**src/rtl/ecc_err_pkg.sv**
```systemverilog
package ecc_err_pkg;
  localparam int unsigned NUM_SRC = 4;

  typedef enum logic [1:0] {
    SRC_DIR_FIX = 2'd0,
    SRC_DAT_FIX = 2'd1,
    SRC_DAT_BAD = 2'd2,
    SRC_DIR_BAD = 2'd3
  } ecc_src_e;

  localparam logic [8:0] OFF_LO  = 9'h000;
  localparam logic [8:0] OFF_HI  = 9'h004;
  localparam logic [8:0] OFF_CNT = 9'h008;

  // base offset of each source window, indexed by interrupt number
  function automatic logic [8:0] src_base(input int unsigned idx);
    case (idx)
      0:       return 9'h100;
      1:       return 9'h140;
      2:       return 9'h160;
      default: return 9'h120;
    endcase
  endfunction
endpackage

```
**src/rtl/ecc_src_slot.sv**
```systemverilog
module ecc_src_slot #(
  parameter int unsigned ADDR_W = 64,
  parameter int unsigned CNT_W  = 32
) (
  input  logic              clk_i,
  input  logic              rst_ni,
  input  logic              evt_i,
  input  logic [ADDR_W-1:0] evt_addr_i,
  input  logic              cnt_rd_i,
  output logic [ADDR_W-1:0] addr_o,
  output logic [CNT_W-1:0]  cnt_o,
  output logic              irq_o
);
  localparam logic [CNT_W-1:0] CNT_MAX = {CNT_W{1'b1}};

  logic [ADDR_W-1:0] addr_q;
  logic [CNT_W-1:0]  cnt_q;
  logic              irq_q;

  always_ff @(posedge clk_i or negedge rst_ni) begin
    if (!rst_ni) begin
      addr_q <= '0;
      cnt_q  <= '0;
      irq_q  <= 1'b0;
    end else begin
      if (evt_i) begin
        addr_q <= evt_addr_i;
        if (cnt_q != CNT_MAX) cnt_q <= cnt_q + 1'b1;
      end
      // set wins over clear so a colliding event is not lost
      irq_q <= evt_i | (irq_q & ~cnt_rd_i);
    end
  end

  assign addr_o = addr_q;
  assign cnt_o  = cnt_q;
  assign irq_o  = irq_q;
endmodule

```
**src/rtl/ecc_rd_decode.sv**
```systemverilog
module ecc_rd_decode
  import ecc_err_pkg::*;
#(
  parameter int unsigned AW    = 12,
  parameter int unsigned N_SRC = NUM_SRC
) (
  input  logic             rd_en_i,
  input  logic [AW-1:0]    rd_addr_i,
  output logic [N_SRC-1:0] lo_sel_o,
  output logic [N_SRC-1:0] hi_sel_o,
  output logic [N_SRC-1:0] cnt_sel_o
);
  for (genvar i = 0; i < N_SRC; i++) begin : g_dec
    localparam logic [AW-1:0] A_LO  = AW'(src_base(i) + OFF_LO);
    localparam logic [AW-1:0] A_HI  = AW'(src_base(i) + OFF_HI);
    localparam logic [AW-1:0] A_CNT = AW'(src_base(i) + OFF_CNT);
    assign lo_sel_o[i]  = rd_en_i && (rd_addr_i == A_LO);
    assign hi_sel_o[i]  = rd_en_i && (rd_addr_i == A_HI);
    assign cnt_sel_o[i] = rd_en_i && (rd_addr_i == A_CNT);
  end
endmodule

```
**src/rtl/ecc_err_bank.sv**
```systemverilog
module ecc_err_bank
  import ecc_err_pkg::*;
#(
  parameter int unsigned DATA_W = 32,
  parameter int unsigned CNT_W  = 32,
  parameter int unsigned AW     = 12
) (
  input  logic                          clk_i,
  input  logic                          rst_ni,
  input  logic [NUM_SRC-1:0]            evt_valid_i,
  input  logic [NUM_SRC*2*DATA_W-1:0]   evt_addr_i,
  input  logic                          rd_en_i,
  input  logic [AW-1:0]                 rd_addr_i,
  output logic [DATA_W-1:0]             rd_data_o,
  output logic [NUM_SRC-1:0]            irq_o
);
  localparam int unsigned ADDR_W = 2 * DATA_W;

  logic [NUM_SRC-1:0]             lo_sel, hi_sel, cnt_sel;
  logic [NUM_SRC-1:0][ADDR_W-1:0] addr_q;
  logic [NUM_SRC-1:0][CNT_W-1:0]  cnt_q;
  logic [DATA_W-1:0]              rd_mux;

  ecc_rd_decode #(.AW(AW), .N_SRC(NUM_SRC)) u_dec (
    .rd_en_i   (rd_en_i),
    .rd_addr_i (rd_addr_i),
    .lo_sel_o  (lo_sel),
    .hi_sel_o  (hi_sel),
    .cnt_sel_o (cnt_sel)
  );

  for (genvar i = 0; i < NUM_SRC; i++) begin : g_src
    ecc_src_slot #(.ADDR_W(ADDR_W), .CNT_W(CNT_W)) u_slot (
      .clk_i      (clk_i),
      .rst_ni     (rst_ni),
      .evt_i      (evt_valid_i[i]),
      .evt_addr_i (evt_addr_i[i*ADDR_W +: ADDR_W]),
      .cnt_rd_i   (cnt_sel[i]),
      .addr_o     (addr_q[i]),
      .cnt_o      (cnt_q[i]),
      .irq_o      (irq_o[i])
    );
  end

  always_comb begin
    rd_mux = '0;
    for (int i = 0; i < NUM_SRC; i++) begin
      if (lo_sel[i])  rd_mux |= addr_q[i][DATA_W-1:0];
      if (hi_sel[i])  rd_mux |= addr_q[i][ADDR_W-1:DATA_W];
      if (cnt_sel[i]) rd_mux |= DATA_W'(cnt_q[i]);
    end
  end

  always_ff @(posedge clk_i or negedge rst_ni) begin
    if (!rst_ni) rd_data_o <= '0;
    else         rd_data_o <= rd_mux;
  end
endmodule

```
**config.mk**
```make
export PLATFORM = sky130hd
export DESIGN_NAME = ecc_err_bank
export DESIGN_NICKNAME = d
export VERILOG_FILES = /design/src/rtl/ecc_err_pkg.sv /design/src/rtl/ecc_src_slot.sv /design/src/rtl/ecc_rd_decode.sv /design/src/rtl/ecc_err_bank.sv
export SDC_FILE = /design/constraint.sdc
export NUM_CORES = 1
export LEC_CHECK = 0
export CELL_PAD_IN_SITES_DETAIL_PLACEMENT = 0
export CELL_PAD_IN_SITES_GLOBAL_PLACEMENT = 1
export CORE_ASPECT_RATIO = 1.1
export CORE_MARGIN = 2
export CORE_UTILIZATION = 56
export CTS_BUF_LIST = sky130_fd_sc_hd__clkbuf_8 sky130_fd_sc_hd__clkbuf_16
export DETAILED_ROUTE_END_ITERATION = 16
export DONT_BUFFER_PORTS = 1
export PLACE_DENSITY = 0.85
export SETUP_SLACK_MARGIN = 0.05
export SYNTH_ARGS = -nofsm -noshare
export SYNTH_HDL_FRONTEND = slang
export SYNTH_HIERARCHICAL = 1
export SYNTH_SLANG_ARGS = --single-unit
```
**constraint.sdc**
```tcl
create_clock -name clk_i -period 5.2 [get_ports clk_i]
set_clock_uncertainty 0.15 [all_clocks]
set_input_delay 0.26 -clock clk_i [delete_from_list [all_inputs] [get_ports clk_i]]
set_output_delay 0.26 -clock clk_i [all_outputs]
set_load 0.01 [all_outputs]
```
==> results of run 1 <==
-- layout make-up --
class                   count  area, um2  area share
clock inverters            21        208     0.00877
repair buffers            297       3000       0.127
diodes                      2       5.00    0.000211
flip-flops and latches    420      10500       0.444
inverters                   4       15.0    0.000634
clock buffers              59       1320      0.0557
well taps                 432        541      0.0228
multi-input cells         964       8100       0.342
-- stage by stage --
step	utilization	area [um2]	hold slack, ns	setup WS (ns)
final	0.710	23700	-0.740	2.36
after global routing	0.710	23700	-0.753	2.25
after CTS	0.710	23700	-0.741	2.45
after detailed placement	0.578	19300	-0.158	2.09
after global placement	0.578	19300	-0.160	2.24
after floorplan	-	19000	-0.186	2.93
-- flip-flops by register name, summed over array words and instances, names as in the netlist --
register and cells:
g_src.u_slot/irq_o 4, rd_data_o 32, g_src.u_slot/cnt_o 128, g_src.u_slot/addr_o 256
-- cells in the final DEF (no fill, tap or decap), drive strengths merged, types with 6 or more instances in the layout --
cell	n
a221oi	96
a22o	96
and3	20
and4	16
buf	22
clkbuf	59
clkinv	8
dfrtp	420
dlygate4sd3	275
inv	13
mux2	260
nand2	52
nand3	92
nand4	44
nand4b	8
nor2	28
nor3	48
nor3b	8
nor4	28
or3	12
or4	6
xnor2	56
xor2	68
-- cell families (layout without fill, tap and decap cells) --
group / after synthesis / count (layout)
multiplexers: 260 / 260
XOR/XNOR: 124 / 124
other: 0 / 2
buffers and inverters: 82 / 381
AND/OR/NAND/NOR: 372 / 372
AO/OA/AOI/OAI: 204 / 204
flip-flops: 420 / 420
adder cells (fa/ha/maj): 4 / 4
-- worst max path at each step --
stage	slack [ns]	start	end
after global routing	2.25	g_src[0].u_slot/cnt_o[13]$_DFFE_PN0P_	g_src[0].u_slot/cnt_o[15]$_DFFE_PN0P_
after CTS	2.45	g_src[1].u_slot/cnt_o[17]$_DFFE_PN0P_	g_src[1].u_slot/cnt_o[25]$_DFFE_PN0P_
after floorplan	2.93	rd_addr_i[1]	rd_data_o[2]$_DFF_PN0_
after detailed placement	2.09	rd_addr_i[10]	rd_data_o[17]$_DFF_PN0_
after global placement	2.24	rd_addr_i[10]	rd_data_o[17]$_DFF_PN0_
final	2.36	g_src[0].u_slot/cnt_o[16]$_DFFE_PN0P_	g_src[0].u_slot/cnt_o[15]$_DFFE_PN0P_
-- power by group --
group	total (mW)	internal (mW)	leakage [nW]	switching, mW
Combinational	0.727	0.454	4.07	0.272
Sequential	3.91	3.58	5.21	0.333
Clock	3.31	1.97	0.790	1.34
-- routing by layer --
layer	global-route usage	wire length, um	up-vias
li1	-	-	6118
met1	0.447	23200	7396
met2	0.570	30300	913
met3	0.0848	6070	236
met4	0.164	3080	2
met5	0	11	-
-- what timing repair did --
item                                    CTS  global route
hold endpoints to repair                696           420
endpoints found under the setup margin    0             0
resized for setup                         0             0
==> flow_metrics.env, run 1 <==
export IMPL_synth_largest_area_cell="dfrtp_1"
export IMPL_synth_area_um2=19000
export IMPL_worst_pin_slew_ns=1.28
export IMPL_ys_flop_type="dfrtp_1"
export IMPL_die_area_um2=35400
export IMPL_hold_viol=420
export IMPL_gp_congestion=0.929
export IMPL_synth_top_family_by_area="multiplexers"
export IMPL_seq_area_frac_synth=0.553
export IMPL_numPortBuffers=0
export IMPL_fp_row_count=70
export IMPL_initial_core_util=0.569
export IMPL_synth_common_cells="420 x dfrtp_1, 260 x mux2_2, 92 x a221oi_1, 92 x nand3_1, 91 x a22o_1"
export IMPL_min_path_type="in2async"
export IMPL_wl_per_cell_um=28.5
export IMPL_slowest_delay_ns=0.93
export IMPL_cts_buffers=44
export IMPL_synthMuxAreaShare=0.154
export IMPL_power_density_nw_per_um2=336
export IMPL_cts_root_buf="clkbuf_16"
export IMPL_die_x_um=180
export IMPL_dpl_hpwl_mm=38.0
export IMPL_async_reset_ff_frac=1.00
export IMPL_post_route_min_period_ns=2.84
export IMPL_grt_max_degree=421
export IMPL_dr_pass1_iters=5
export IMPL_io_pins=311
export IMPL_viasPerCell=6.67
export IMPL_synth_xor_area_frac=0.0572
export IMPL_r2r_slack_ns=2.36
export IMPL_drv_slew=0
export IMPL_clk_pin_slew_worst_paths_ns=0.06
export IMPL_yosysWarnings=6
export IMPL_avgSynthCellArea_um2=13.0
export IMPL_worstPathMaxFanout=12
export IMPL_cts_sinks=420
export IMPL_drc_errors=0
export IMPL_required_ns=5.47
export IMPL_synth_most_common_cell="dfrtp_1"
export IMPL_path_class="reg2reg"
export IMPL_htreeDepth=2
export IMPL_crit_family="simple AND/OR/NAND/NOR gates"
export IMPL_cts_buffer_depth=3
export IMPL_fin_tns_setup_ns=0
export IMPL_final_antenna_net_count=0
export IMPL_cts_hold_buffers_added=279
export IMPL_groute_usage_overall=0.351
export IMPL_clock_latency_ns=0.55
export IMPL_finalNetCount=2010
export IMPL_wirelength_mm=62.7
export IMPL_totalPowerFinal_mw=7.95
export IMPL_synth_edf_count=0
export IMPL_drt_iter0_drc=1632
export IMPL_slowest_stage="nor4_2"
export IMPL_fillers=2123
export IMPL_rr_worst_depth=5
export IMPL_ir_drop_v=0.000278
export IMPL_die_height_um=197
export IMPL_cts_tree="built"
export IMPL_violations="negative hold slack"
export IMPL_antenna_found_initial=2
export IMPL_fmax_mhz=353
export IMPL_maxSlewHeadroom=0.138
export IMPL_cp_end_kind="flop"
export IMPL_grt_first_pass_wirelength_mm=94.2
export IMPL_synth_top_area_share=0.553
export IMPL_rsz0062_at_grt="false"
export IMPL_syn_inst=1466
export IMPL_worstReg2RegStart="g_src[0].u_slot/cnt_o[16]$_DFFE_PN0P_"
export IMPL_hold_worst_slack_ns=-0.740
export IMPL_synthSimpleGateAreaFrac=0.112
export IMPL_final_layout_size_suffix_gt1_frac=0.227
export IMPL_cp_depth=5
export IMPL_cap_violations=0
export IMPL_synth_seq_cells=420
export IMPL_outcome="finished, violations left"
export IMPL_crit_arrival_ns=3.10
export IMPL_setup_viol=0
export IMPL_placed_cells=1838
export IMPL_synthAdderAreaFrac=0.00263
export IMPL_cp_num_buf_inv=0
export IMPL_grt_ovfl_total=0
export IMPL_timing_rr_end="g_src[0].u_slot/cnt_o[15]$_DFFE_PN0P_"
export IMPL_area_delta_synth_final_pct=24.7
export IMPL_postCtsSetupRepairBufs=0
export IMPL_route_vias_total=14700
export IMPL_yosysUniqueCellTypes=39
export IMPL_stdcell_count=2199
export IMPL_worstSetupStartpointType="flop"
export IMPL_synthesis_nets=1745
export IMPL_path_cells="nand4_1, or3_1, nor4_2, nor3_1, xor2_1"
export IMPL_synth_compound_area_share=0.0957
export IMPL_post_route_period_util=0.546
export IMPL_leakage_nw=10.1
export IMPL_grt_pass1_vias=15200
export IMPL_synth_area_leaders="dfrtp_1 55%, mux2_2 15%, a221oi_1 4.2%"
export IMPL_coreArea_um2=33400
(Power assumes the default switching activity.)
==> inputs of run 2 (changes only) <==
CORE_UTILIZATION = 47   (was 56)
PLACE_DENSITY = 0.76   (was 0.85)
clock period = 2.6 ns   (was 5.2 ns; I/O delays follow)
==> run 2 against run 1 <==
  * The flow now stops in clock tree synthesis
  * Synthesized area stayed put
  * Synthesized cell count stayed put
==> flow_metrics.env, run 2 <==
export IMPL_outcome="stopped before the end"
export IMPL_lastStage="clock tree synthesis"
export IMPL_tool_error="[ERROR RSZ-0060] Max buffer count reached."
export IMPL_postCtsSetupRepairBufs=0
export IMPL_numPortBuffers=0
export IMPL_synth_area_um2=19000
export IMPL_synth_top_area_share=0.553
export IMPL_synth_largest_area_cell="dfrtp_1"
export IMPL_cts_buffers=46
export IMPL_cts_root_buf="clkbuf_16"
export IMPL_seq_area_frac_synth=0.553
export IMPL_cts_hold_buffers_added=404
export IMPL_avgSynthCellArea_um2=13.0
export IMPL_io_pins=311
export IMPL_cts_sinks=420
export IMPL_cts_resized=0
export IMPL_die_x_um=196
export IMPL_cts_buffer_depth=3
export IMPL_gp_congestion=0.902
export IMPL_synth_area_leaders="dfrtp_1 55%, mux2_2 15%, a221oi_1 4.2%"
export IMPL_ys_flop_type="dfrtp_1"
export IMPL_placed_cell_area_um2=19700
export IMPL_synthesis_nets=1745
export IMPL_initial_core_util=0.474
export IMPL_synth_seq_cells=420
export IMPL_synth_most_common_cell="dfrtp_1"
export IMPL_dpl_hpwl_mm=38.7
export IMPL_syn_inst=1466
export IMPL_die_height_um=215
export IMPL_synth_common_cells="420 x dfrtp_1, 260 x mux2_2, 92 x a221oi_1, 92 x nand3_1, 91 x a22o_1"
export IMPL_fp_row_count=77
export IMPL_synth_edf_count=0
export IMPL_yosysUniqueCellTypes=39
export IMPL_htreeDepth=2
export IMPL_async_reset_ff_frac=1.00
export IMPL_yosysWarnings=6
==> run 2: cell counts after synthesis <==
No cell type changed its count.
==> run 2: through the flow <==
stage,util,worst slack [ns],cells
floorplan,-,0.464,1466
global placement,0.490,0.172,1935
detailed placement,0.490,0.177,1935
==> run 2: logic make-up after synthesis <==
group,share of synthesized area
simple gates,0.112
mux,0.154
compound gates,0.0957
flops,0.553
fa+ha+maj,0.00263
xor+xnor,0.0572
buf+inv,0.0248
==> inputs of run 3 (changes only) <==
CELL_PAD_IN_SITES_DETAIL_PLACEMENT = default   (was 0)
CELL_PAD_IN_SITES_GLOBAL_PLACEMENT = default   (was 1)
CORE_ASPECT_RATIO = default   (was 1.1)
CORE_UTILIZATION = 40   (was 47)
CTS_BUF_LIST = default   (was sky130_fd_sc_hd__clkbuf_8 sky130_fd_sc_hd__clkbuf_16)
PLACE_DENSITY = default   (was 0.76)
PLACE_DENSITY_LB_ADDON = 0.15   (was default)
SETUP_SLACK_MARGIN = default   (was 0.05)
clock period = 3.4 ns   (was 2.6 ns; I/O delays follow)
==> run 3 against run 2 <==
  * The flow again stops in clock tree synthesis
  * Synthesized area unchanged
  * Synthesized cell count unchanged
==> flow_metrics.env, run 3 <==
export IMPL_synth_compound_area_share=0.0957
export IMPL_synthesis_nets=1745
export IMPL_synthAdderAreaFrac=0.00263
export IMPL_numPortBuffers=0
export IMPL_synth_most_common_cell="dfrtp_1"
export IMPL_io_pins=311
export IMPL_synth_seq_cells=420
export IMPL_die_height_um=222
export IMPL_synth_top_area_share=0.553
export IMPL_dpl_hpwl_mm=42.1
export IMPL_synthSimpleGateAreaFrac=0.112
export IMPL_initial_core_util=0.406
export IMPL_seq_area_frac_synth=0.553
export IMPL_synthMuxAreaShare=0.154
export IMPL_gp_congestion=0.868
export IMPL_cts_sinks=420
export IMPL_fp_row_count=79
export IMPL_synth_area_leaders="dfrtp_1 55%, mux2_2 15%, a221oi_1 4.2%"
export IMPL_postCtsSetupRepairBufs=0
export IMPL_cts_hold_buffers_added=421
export IMPL_outcome="stopped before the end"
export IMPL_die_x_um=222
export IMPL_yosysWarnings=6
export IMPL_synth_xor_area_frac=0.0572
export IMPL_yosysUniqueCellTypes=39
export IMPL_synth_edf_count=0
export IMPL_cts_buffers=47
export IMPL_lastStage="clock tree synthesis"
export IMPL_cts_resized=0
export IMPL_synth_common_cells="420 x dfrtp_1, 260 x mux2_2, 92 x a221oi_1, 92 x nand3_1, 91 x a22o_1"
export IMPL_async_reset_ff_frac=1.00
export IMPL_dpl_worst_slack_ns=0.859
export IMPL_tool_error="[ERROR RSZ-0060] Max buffer count reached."
export IMPL_htreeDepth=2
export IMPL_synth_top_family_by_area="multiplexers"
export IMPL_ys_flop_type="dfrtp_1"
export IMPL_cts_root_buf="clkbuf_16"
export IMPL_syn_inst=1466
export IMPL_synth_area_um2=19000
export IMPL_cts_buffer_depth=3
export IMPL_avgSynthCellArea_um2=13.0
export IMPL_synth_largest_area_cell="dfrtp_1"
[run 3: cell counts after synthesis]
No cell type changed its count.
[run 3: per-stage QoR]
step	instance area, um2	std cells
3_3_place_gp	19600	2022
2_1_floorplan	19000	1466
3_5_place_dp	19600	2022
[run 3: logic make-up after synthesis]
kind of cell	after synthesis
XOR/XNOR	124
AO/OA/AOI/OAI	204
AND/OR/NAND/NOR	372
flip-flops	420
multiplexers	260
adder cells (fa/ha/maj)	4
buffers and inverters	82
